## src/rtl/framer_pkg.sv

```systemverilog
package framer_pkg;
  typedef enum logic [1:0] {
    SECT_ANA = 2'd0,
    SECT_DIG = 2'd1,
    SECT_SIG = 2'd2,
    SECT_PAY = 2'd3
  } sect_t;

  typedef enum logic [2:0] {
    ST_IDLE,
    ST_ANA,
    ST_DIG,
    ST_SIG,
    ST_PAY
  } fr_state_t;
endpackage

```

## src/rtl/framer_lfsr.sv

```systemverilog
module framer_lfsr #(
  parameter int WORD_W   = 32,
  parameter int LFSR_W   = 10,
  parameter int POLY_TAP = 7
) (
  input  logic              clk,
  input  logic              rst_n,
  input  logic              load_i,
  input  logic [LFSR_W-1:0] seed_i,
  input  logic              adv_i,
  input  logic              last_i,
  output logic [WORD_W-1:0] word_o
);
  localparam int TAP_IDX = POLY_TAP - 1;

  logic [LFSR_W-1:0] state_q, state_d, walk;
  logic [WORD_W-1:0] raw;

  always_comb begin
    walk = state_q;
    raw  = '0;
    for (int k = 0; k < WORD_W; k++) begin
      raw[k] = walk[LFSR_W-1];
      walk   = {walk[LFSR_W-2:0], walk[LFSR_W-1] ^ walk[TAP_IDX]};
    end
  end

  always_comb begin
    word_o = raw;
    if (last_i) word_o[WORD_W-1] = 1'b0;
  end

  always_comb begin
    state_d = state_q;
    if (load_i)     state_d = seed_i;
    else if (adv_i) state_d = walk;
  end

  always_ff @(posedge clk or negedge rst_n) begin
    if (!rst_n) state_q <= '0;
    else if (load_i || adv_i) state_q <= state_d;
  end
endmodule

```

## src/rtl/framer_spreader.sv

```systemverilog
module framer_spreader #(
  parameter int                 WORD_W   = 32,
  parameter int                 SIG_BITS = 32,
  parameter logic [WORD_W-1:0]  CODE     = 32'hB4E2_1D97
) (
  input  logic                clk,
  input  logic                rst_n,
  input  logic                load_i,
  input  logic [SIG_BITS-1:0] bits_i,
  input  logic                shift_i,
  output logic [WORD_W-1:0]   word_o
);
  logic [SIG_BITS-1:0] hold_q, hold_d;

  always_comb begin
    hold_d = hold_q;
    if (load_i)       hold_d = bits_i;
    else if (shift_i) hold_d = {hold_q[SIG_BITS-2:0], 1'b0};
  end

  always_ff @(posedge clk or negedge rst_n) begin
    if (!rst_n) hold_q <= '0;
    else if (load_i || shift_i) hold_q <= hold_d;
  end

  assign word_o = hold_q[SIG_BITS-1] ? CODE : ~CODE;
endmodule

```

## src/rtl/framer_ctrl.sv

```systemverilog
module framer_ctrl
  import framer_pkg::*;
#(
  parameter int ANA_WORDS = 32,
  parameter int DIG_WORDS = 32,
  parameter int SIG_WORDS = 32
) (
  input  logic  clk,
  input  logic  rst_n,
  input  logic  start_i,
  input  logic  pay_valid_i,
  input  logic  pay_last_i,
  output logic  accept_o,
  output logic  dig_adv_o,
  output logic  dig_last_o,
  output logic  sig_shift_o,
  output logic  pay_ready_o,
  output logic  valid_o,
  output sect_t sect_o
);
  localparam int MAX_A   = (ANA_WORDS > DIG_WORDS) ? ANA_WORDS : DIG_WORDS;
  localparam int MAX_W   = (MAX_A > SIG_WORDS) ? MAX_A : SIG_WORDS;
  localparam int CNT_W   = (MAX_W > 2) ? $clog2(MAX_W) : 1;
  localparam logic [CNT_W-1:0] ANA_END = CNT_W'(ANA_WORDS - 1);
  localparam logic [CNT_W-1:0] DIG_END = CNT_W'(DIG_WORDS - 1);
  localparam logic [CNT_W-1:0] SIG_END = CNT_W'(SIG_WORDS - 1);

  fr_state_t         st_q, st_d;
  logic [CNT_W-1:0]  cnt_q, cnt_d;
  logic              cnt_en;

  always_comb begin
    st_d   = st_q;
    cnt_d  = cnt_q + 1'b1;
    cnt_en = 1'b0;
    unique case (st_q)
      ST_IDLE: if (start_i) begin
        st_d = ST_ANA; cnt_d = '0; cnt_en = 1'b1;
      end
      ST_ANA: begin
        cnt_en = 1'b1;
        if (cnt_q == ANA_END) begin st_d = ST_DIG; cnt_d = '0; end
      end
      ST_DIG: begin
        cnt_en = 1'b1;
        if (cnt_q == DIG_END) begin st_d = ST_SIG; cnt_d = '0; end
      end
      ST_SIG: begin
        cnt_en = 1'b1;
        if (cnt_q == SIG_END) begin st_d = ST_PAY; cnt_d = '0; end
      end
      ST_PAY: if (pay_valid_i && pay_last_i) st_d = ST_IDLE;
      default: st_d = ST_IDLE;
    endcase
  end

  always_ff @(posedge clk or negedge rst_n) begin
    if (!rst_n) begin
      st_q  <= ST_IDLE;
      cnt_q <= '0;
    end else begin
      st_q <= st_d;
      if (cnt_en) cnt_q <= cnt_d;
    end
  end

  assign accept_o    = (st_q == ST_IDLE) && start_i;
  assign dig_adv_o   = (st_q == ST_DIG);
  assign dig_last_o  = (st_q == ST_DIG) && (cnt_q == DIG_END);
  assign sig_shift_o = (st_q == ST_SIG);
  assign pay_ready_o = (st_q == ST_PAY);

  always_comb begin
    valid_o = 1'b1;
    sect_o  = SECT_ANA;
    unique case (st_q)
      ST_IDLE: valid_o = 1'b0;
      ST_ANA:  sect_o  = SECT_ANA;
      ST_DIG:  sect_o  = SECT_DIG;
      ST_SIG:  sect_o  = SECT_SIG;
      ST_PAY:  begin sect_o = SECT_PAY; valid_o = pay_valid_i; end
      default: valid_o = 1'b0;
    endcase
  end
endmodule

```

## src/rtl/burst_framer.sv

```systemverilog
module burst_framer
  import framer_pkg::*;
#(
  parameter int                WORD_W    = 32,
  parameter int                SIG_BITS  = 32,
  parameter int                ANA_WORDS = 32,
  parameter int                LFSR_W    = 10,
  parameter int                POLY_TAP  = 7,
  parameter int                LANE_W    = 3,
  parameter logic [WORD_W-1:0] CODE      = 32'hB4E2_1D97
) (
  input  logic                clk,
  input  logic                rst_n,
  input  logic                start_i,
  input  logic [LANE_W-1:0]   lane_sel_i,
  input  logic [SIG_BITS-1:0] sig_bits_i,
  input  logic [WORD_W-1:0]   pay_data_i,
  input  logic                pay_valid_i,
  input  logic                pay_last_i,
  output logic                pay_ready_o,
  output logic [WORD_W-1:0]   out_data_o,
  output logic                out_valid_o,
  output logic [1:0]          out_sect_o
);
  localparam int DIG_WORDS = (1 << LFSR_W) / WORD_W;
  localparam logic [WORD_W-1:0] ANA_PAT = {(WORD_W/2){2'b10}};

  logic [1:0] rst_sync_q;
  logic       rst_core_n;

  always_ff @(posedge clk or negedge rst_n) begin
    if (!rst_n) rst_sync_q <= 2'b00;
    else        rst_sync_q <= {rst_sync_q[0], 1'b1};
  end
  assign rst_core_n = rst_sync_q[1];

  logic              accept, dig_adv, dig_last, sig_shift;
  sect_t             sect;
  logic [WORD_W-1:0] dig_word, sig_word;
  logic [LFSR_W-1:0] seed;

  assign seed = LFSR_W'(lane_sel_i) + LFSR_W'(1);

  framer_ctrl #(
    .ANA_WORDS(ANA_WORDS), .DIG_WORDS(DIG_WORDS), .SIG_WORDS(SIG_BITS)
  ) u_ctrl (
    .clk(clk), .rst_n(rst_core_n), .start_i(start_i),
    .pay_valid_i(pay_valid_i), .pay_last_i(pay_last_i),
    .accept_o(accept), .dig_adv_o(dig_adv), .dig_last_o(dig_last),
    .sig_shift_o(sig_shift), .pay_ready_o(pay_ready_o),
    .valid_o(out_valid_o), .sect_o(sect)
  );

  framer_lfsr #(
    .WORD_W(WORD_W), .LFSR_W(LFSR_W), .POLY_TAP(POLY_TAP)
  ) u_lfsr (
    .clk(clk), .rst_n(rst_core_n), .load_i(accept), .seed_i(seed),
    .adv_i(dig_adv), .last_i(dig_last), .word_o(dig_word)
  );

  framer_spreader #(
    .WORD_W(WORD_W), .SIG_BITS(SIG_BITS), .CODE(CODE)
  ) u_spread (
    .clk(clk), .rst_n(rst_core_n), .load_i(accept), .bits_i(sig_bits_i),
    .shift_i(sig_shift), .word_o(sig_word)
  );

  always_comb begin
    unique case (sect)
      SECT_ANA: out_data_o = ANA_PAT;
      SECT_DIG: out_data_o = dig_word;
      SECT_SIG: out_data_o = sig_word;
      default:  out_data_o = pay_data_i;
    endcase
  end

  assign out_sect_o = sect;
endmodule

```

## config.mk

```make
export PLATFORM = sky130hd
export DESIGN_NAME = burst_framer
export DESIGN_NICKNAME = d
export VERILOG_FILES = /design/src/rtl/framer_pkg.sv /design/src/rtl/framer_lfsr.sv /design/src/rtl/framer_spreader.sv /design/src/rtl/framer_ctrl.sv /design/src/rtl/burst_framer.sv
export SDC_FILE = /design/constraint.sdc
export NUM_CORES = 1
export LEC_CHECK = 0
export BUFFER_PORTS_ARGS = -buffer_cell sky130_fd_sc_hd__buf_2
export CAP_MARGIN = 10
export CORE_MARGIN = 10
export CORE_UTILIZATION = 45
export DETAILED_ROUTE_END_ITERATION = 8
export GPL_TIMING_DRIVEN = 0
export PLACE_DENSITY = 0.73
export SLEW_MARGIN = 30
export SYNTH_ARGS = -nofsm -noshare
export SYNTH_HDL_FRONTEND = slang
export SYNTH_HIERARCHICAL = 1
export SYNTH_SLANG_ARGS = --single-unit
```

## constraint.sdc

```tcl
create_clock -name clk -period 1.6 [get_ports clk]
set_clock_uncertainty 0.05 [all_clocks]
set_input_delay 0 -clock clk [delete_from_list [all_inputs] [get_ports clk]]
set_output_delay 0 -clock clk [all_outputs]
set_load 0.02 [all_outputs]
```

==> qor.txt, run 1 <==
run status = finished with violations
violated checks = setup timing
Initial Util = 46.2%
Slew HR = 56.7%
leakage = 3.13 nW
slowest CP cell = dfrtp_1
DIE WIDTH = 114 um
Final WS setup = -0.529 ns
CTS tree = yes
Critical Path End Type = output pin
# placed instances = 625
PD cells = 1980 mW/mm^2
post-detail-place hpwl = 7.64 mm
first-pass GRT wire length = 20.5 mm
initial antenna violation count = 0
Max Slew Vio Count = 0
gr ovfl total = 0
worst endpoint required time = 1.55 ns
CTS H-Tree Depth = 2
Die Area = 0.0131 mm^2
post-layout net count = 696
antenna cells = 0
worst-margin pin slew = 0.649 ns
type of the worst setup path = reg2out
largest net degree at the start of global routing = 51
final RePlAce weighted congestion = 0.836
Worst R2R Setup Slack = -0.15 ns
critical path data arrival time = 2.08 ns
crit path cell chain = nand2b_4 -> a21oi_4 -> buf_6 -> buf_12 -> mux2_4 -> a22o_4 -> buf_6
Finished Cell Area = 0.00702 mm^2
unrepaired setup endpoints after global routing = yes
crit path time final = 2.13 ns
synth unique cells = 45
GR Util All Layers = 19.0%
sequential fraction of the synthesis area = 32.5%
synthesized area = 0.00401 mm^2
share of cells above drive strength 1 = 55.6%
DRC violations left = 0
core area = 0.00868 mm^2
# clock sinks = 52
Die Ht = 114 um
commonest cells after routing, fill and taps aside = 76 x buf_2, 67 x buf_4, 53 x buf_6
max incr delay on CP = 0.44 ns
CTS Buffer Depth = 2
Crit path max-delay family = flip-flops
Port Buf Inserts = 107
initial drt markers = 231
Clk pin slew, worst setup/hold paths = 0.09 ns
Final ANT Viol Nets = 0
number of CTS-inserted buffers = 5
dpl cell area = 0.00515 mm^2
main area contributors after synthesis = dfrtp_1 32%, mux2i_1 13%, buf_4 6.7%
vias in the first global route = 4083
Max Freq = 470 MHz
detailed-router iteration count before antenna repair = 4
Maximum Capacitance Violations = 0
WL final = 13.9 mm
Non-Filler Instances = 729
FFs w/ async S/R, synth = 100%
maximum fanout along the worst path = 7
post-synth top area cell = dfrtp_1
startpoint types = register
Avg Vias per Cell = 5.25
Buf/Inv on CP = 3
standard-cell rows = 34
HP Class = in2reg
routed vias = 3826
commonest non-fill, non-tap cell in the layout = buf_2
clock insertion delay at the later pin of the skew report = 0.31 ns
Post-synth EDFFs = 0
Syn Inst Count = 405
syn avg cell area = 9.90 um^2
worst hold slack = 0.0340 ns
Layout Utilization = 80.8%
Ports = 108
Root Driver = clkbuf_8
synthesis-stage register bit count = 52
total negative slack = -18.12 ns
Hold Vio Cnt, Final = 0
peak supply drop = 1.04 mV
Area Overhead vs Synth = 75.1%
Setup Viol. Count Final = 70
Syn. warnings = 6
WL/cell = 19.1 um
final worst-path cycle share = 133%
post-synth top area share = 32.5%
most frequent CP cell = buf_6
predominant post-synthesis flop cell = dfrtp_1
==> through the flow <==
stage | setup WS, ns | power [mW]
finish | -0.529 | 13.9
global route | -0.610 | 14.6
CTS | -0.523 | 12.9
detailed placement | -0.623 | 10.3
global placement | -0.587 | 10.1
floorplan | -0.180 | 8.85
==> routing by layer <==
metal	routed length, um	track usage (%)
met1	5540	22.2
met2	7170	33.7
met3	951	4.77
met4	278	4.68
met5	0	0
==> cell usage after synthesis, types with 2 or more instances <==
| cell | n |
|---|---|
| mux2_4 | 14 |
| buf_4 | 36 |
| buf_2 | 10 |
| buf_6 | 4 |
| clkbuf_1 | 10 |
| mux2_2 | 4 |
| o21ai_1 | 28 |
| inv_1 | 12 |
| nand3_1 | 4 |
| o21ai_2 | 2 |
| a211oi_1 | 2 |
| dfrtp_1 | 52 |
| mux2i_1 | 54 |
| conb_1 | 2 |
| nand2_1 | 40 |
| nor2_1 | 8 |
| o31ai_1 | 2 |
| xnor2_1 | 22 |
| xor2_1 | 10 |
| a22o_1 | 18 |
| o21ai_0 | 11 |
| ha_1 | 3 |
| nor3b_1 | 3 |
| a21oi_1 | 6 |
| a2bb2oi_1 | 16 |
| or2_1 | 2 |
| nor2b_1 | 2 |
| and2_1 | 2 |
| and3_1 | 2 |
| buf_12 | 6 |
| nand2b_1 | 4 |
==> kinds of logic (layout without fill, tap and decap cells) <==
group | after synthesis | count (layout) | share of synthesized area (%)
compound gates | 87 | 87 | 14.6
flops | 52 | 52 | 32.5
mux | 72 | 72 | 19.9
fa+ha+maj | 3 | 3 | 0.937
xor+xnor | 35 | 35 | 8.37
other cells | 2 | 7 | 0.187
simple gates | 75 | 75 | 9.27
buf+inv | 79 | 290 | 14.3
==> timing repair <==
item | CTS | global route
gates cloned | 4 | 8
setup endpoints to repair | 77 | 77
hold endpoints to repair | 37 | 0
setup buffers | 33 | 16
gates resized for setup | 158 | 46
pin swaps | 28 | 8
hold buffers | 38 | 0
==> final timing paths <==
check / startpoint / endpoint / cells past startpoint
worst max register to register: u_lfsr/state_q[8] / u_lfsr/state_q[9] / 5
worst max-delay path: u_ctrl/st_q[2] / out_data_o[2] / 7
worst min-delay path: lane_sel_i[1] / u_lfsr/state_q[1] / 4
min in group asynchronous: rst_sync_q[1] / u_lfsr/state_q[0] / 0
worst min register to register: rst_sync_q[0] / rst_sync_q[1] / 0
max in group asynchronous: rst_sync_q[1] / u_spread/hold_q[31] / 0
==> report_power, final <==
group	switching (mW)	internal (mW)	total, mW	leakage (nW)
Sequential	0.621	1.92	2.55	0.633
Clock	0.428	0.299	0.727	0.0410
Combinational	4.66	5.96	10.6	2.46
Total	5.71	8.18	13.9	3.13
==> layout make-up <==
class	instances	area (um^2)
Multi-Input combinational cell	279	2880
Timing Repair Buffer	206	1860
Fill cell	460	1660
Sequential cell	52	1310
Buffer	65	702
Tap cell	108	135
Clock buffer	6	72.6
Inverter	12	48.8
Clock inverter	1	5.00
==> worst reg2reg max path, stage by stage (launching register included) <==
cell	delay, ns
dfrtp_1	0.40
buf_4	0.19
xnor2_4	0.27
xnor2_2	0.18
or4b_1	0.50
nand3_1	0.10
==> flip-flops by register name (all words and copies together), names as in the netlist <==
signal / cells
u_spread/hold_q: 32
u_lfsr/state_q: 10
u_ctrl/cnt_q: 5
rst_sync_q: 2
u_ctrl/st_q: 3
(Power assumes the default switching activity.)
==> run 2: changes to the inputs <==
--- a/config.mk
+++ b/config.mk
@@ -5,15 +5,15 @@
 export SDC_FILE = /design/constraint.sdc
 export NUM_CORES = 1
 export LEC_CHECK = 0
+export ABC_AREA = 0
 export BUFFER_PORTS_ARGS = -buffer_cell sky130_fd_sc_hd__buf_2
 export CAP_MARGIN = 10
 export CORE_MARGIN = 10
 export CORE_UTILIZATION = 45
 export DETAILED_ROUTE_END_ITERATION = 8
 export GPL_TIMING_DRIVEN = 0
-export PLACE_DENSITY = 0.73
+export PLACE_DENSITY = 0.75
 export SLEW_MARGIN = 30
 export SYNTH_ARGS = -nofsm -noshare
 export SYNTH_HDL_FRONTEND = slang
-export SYNTH_HIERARCHICAL = 1
 export SYNTH_SLANG_ARGS = --single-unit
==> run 2 against run 1 <==
  * The flow still finishes with violations (setup timing)
  * Critical path type unchanged
  * Cell count fell by 9.2%
  * Sequential power decreased by 9.8%
  * Worst setup slack improved by 0.17 ns
==> qor.txt, run 2 <==
CTS H-Tree Depth = 2
# placed instances = 572
peak supply drop = 0.863 mV
Die Ht = 105 um
worst endpoint required time = 1.55 ns
max incr delay on CP = 0.40 ns
area of the multi-input gates = 0.00220 mm^2
Largest regs = u_spread.hold_q x32, u_lfsr.state_q x10, u_ctrl.cnt_q x5
clock insertion delay at the later pin of the skew report = 0.31 ns
Worst Hold Depth = 3
worst-margin pin slew = 0.665 ns
slowest CP cell = or3b_4
CTS tree = yes
fillcell total = 452
Non-Filler Instances = 662
unrepaired setup endpoints after global routing = yes
Clk pin slew, worst setup/hold paths = 0.09 ns
Most flops, register = u_spread.hold_q
synthesized area = 0.00323 mm^2
Buf/Inv on CP = 4
M1 GR Usage = 22.4%
Storage cell area = 0.00131 mm^2
CTS Buffer Depth = 2
grt met3 use = 5.28%
run status = finished with violations
Finished Cell Area = 0.00550 mm^2
WL final = 12.5 mm
Crit path max-delay family = buffers and inverters
Area Overhead vs Synth = 70.0%
# clock sinks = 52
post-synth top area share = 40.2%
max reg flops = 32
M2 GR Usage = 32.4%
largest net degree at the start of global routing = 51
total negative slack = -22.06 ns
post-synth top area cell = dfrtp_1
Critical Path End Type = output pin
Avg Vias per Cell = 5.40
predominant post-synthesis flop cell = dfrtp_1
Die Area = 0.0110 mm^2
DIE WIDTH = 105 um
maximum fanout along the worst path = 10
PD cells = 1670 mW/mm^2
DP Worst Slack = -0.321 ns
Max Freq = 510 MHz
Root Driver = clkbuf_8
HP Class = in2reg
first-pass GRT wire length = 17.7 mm
startpoint types = register
Max Slew Vio Count = 0
Syn. warnings = 0
core area = 0.00691 mm^2
Crit Reg-Reg Startpoint = u_ctrl.st_q[1]
Slew HR = 55.6%
final worst-path cycle share = 122%
Syn Inst Count = 369
most frequent CP cell = buf_6
RR Endpoint = u_spread.hold_q[17]
Layout Utilization = 79.6%
sequential fraction of the synthesis area = 40.2%
Final ANT Viol Nets = 0
syn avg cell area = 8.77 um^2
synthesis-stage register bit count = 52
worst hold slack = 0.0795 ns
worst-case reg-to-reg path depth = 9
Worst Setup SP = u_ctrl.st_q[1]
vias in the first global route = 3588
Crit path depth = 6
Maximum Capacitance Violations = 0
routed vias = 3575
gr ovfl total = 0
Hold Vio Cnt, Final = 0
Post-synth EDFFs = 0
Final WS setup = -0.359 ns
leakage = 2.49 nW
main area contributors after synthesis = dfrtp_1 40%, mux2i_1 9.0%, nor2_1 6.7%
critical path data arrival time = 1.91 ns
initial drt markers = 107
Setup Viol. Count Final = 81
commonest non-fill, non-tap cell in the layout = buf_2
FFs w/ async S/R, synth = 100%
antenna cells = 0
type of the worst setup path = reg2out
Worst R2R Setup Slack = -0.33 ns
Syn Nets = 444
GR Util All Layers = 19.1%
violated checks = setup timing
post-layout net count = 640
commonest cells after routing, fill and taps aside = 86 x buf_2, 50 x nor2_1, 50 x dfrtp_1
Initial Util = 46.8%
standard-cell rows = 30
dpl cell area = 0.00391 mm^2
GR peak layer = met2
most instantiated library cell after synthesis = nor2_1
Pwr Total = 9.17 mW
Port Buf Inserts = 107
top cells by count, synth = 58 x nor2_1, 52 x dfrtp_1, 43 x nand2_1
final RePlAce weighted congestion = 0.876
crit path cell chain = buf_6 -> or3b_4 -> buf_8 -> buf_6 -> o22a_1 -> buf_6
DRC violations left = 0
synth unique cells = 47
share of cells above drive strength 1 = 47.5%
crit path time final = 1.96 ns
Ports = 108
hold_sp = start_i
WL/cell = 18.9 um
number of CTS-inserted buffers = 5
detailed-router iteration count before antenna repair = 4
post-detail-place hpwl = 7.16 mm
initial antenna violation count = 0
Hold EP = u_lfsr.state_q[0]
run 2: worst reg2reg max path: cells and delay by family, from the launching register on:
kind                   cells  cell delay, ns
multiplexers               1            0.23
flip-flops                 1            0.39
AND/OR/NAND/NOR            1            0.25
AO/OA/AOI/OAI              1            0.07
buffers and inverters      6            0.84
run 2: routing by layer:
| layer | up-vias | wire length, um |
|---|---|---|
| met5 | - | 0 |
| met4 | 0 | 365 |
| met3 | 30 | 894 |
| met2 | 183 | 6390 |
| met1 | 1712 | 4850 |
| li1 | 1650 | - |
run 2: repair_timing:
action,in CTS,in global routing
cloned,6,7
pin swaps,21,30
resized for setup,101,113
setup endpoints to repair,83,83
buffers inserted,22,18
hold endpoints to repair,37,0
hold buffers,39,0
run 2: worst max path at each step:
stage                               end  slack [ns]
global route        u_spread.hold_q[17]       -0.40
detailed placement        out_data_o[0]       -0.32
floorplan             u_lfsr.state_q[2]      -0.001
finish                   out_data_o[13]       -0.36
CTS                       out_data_o[0]       -0.35
global placement          out_data_o[0]       -0.33
run 2: area by class of cell:
class,count,area share [%]
Tap cell,96,2.18
Sequential cell,52,23.8
Multi-Input combinational cell,288,40.0
Inverter,3,0.205
Clock buffer,8,1.64
Timing Repair Buffer,190,27.7
Buffer,25,4.48
run 2: logic make-up (layout without fill, tap and decap cells):
kind of cell               count (synthesis)  after routing  synth area share, %
muxes                                     31             31                 9.67
xor gates and xnor gates                  37             37                 10.5
DFF                                       52             52                 40.2
other                                      1              1                0.116
buffers and inverters                     33            226                 5.18
adders and majority gates                  3              3                 1.16
AOI/OAI and AO/OA                         91             92                 16.7
and+or+nand+nor                          121            124                 16.5
run 2: report_power, final:
group	leakage [nW]	internal, mW	switching, mW
clock	0.0455	0.354	0.432
sequential	0.674	1.81	0.495
combinational	1.77	2.87	3.21
total	2.49	5.03	4.14
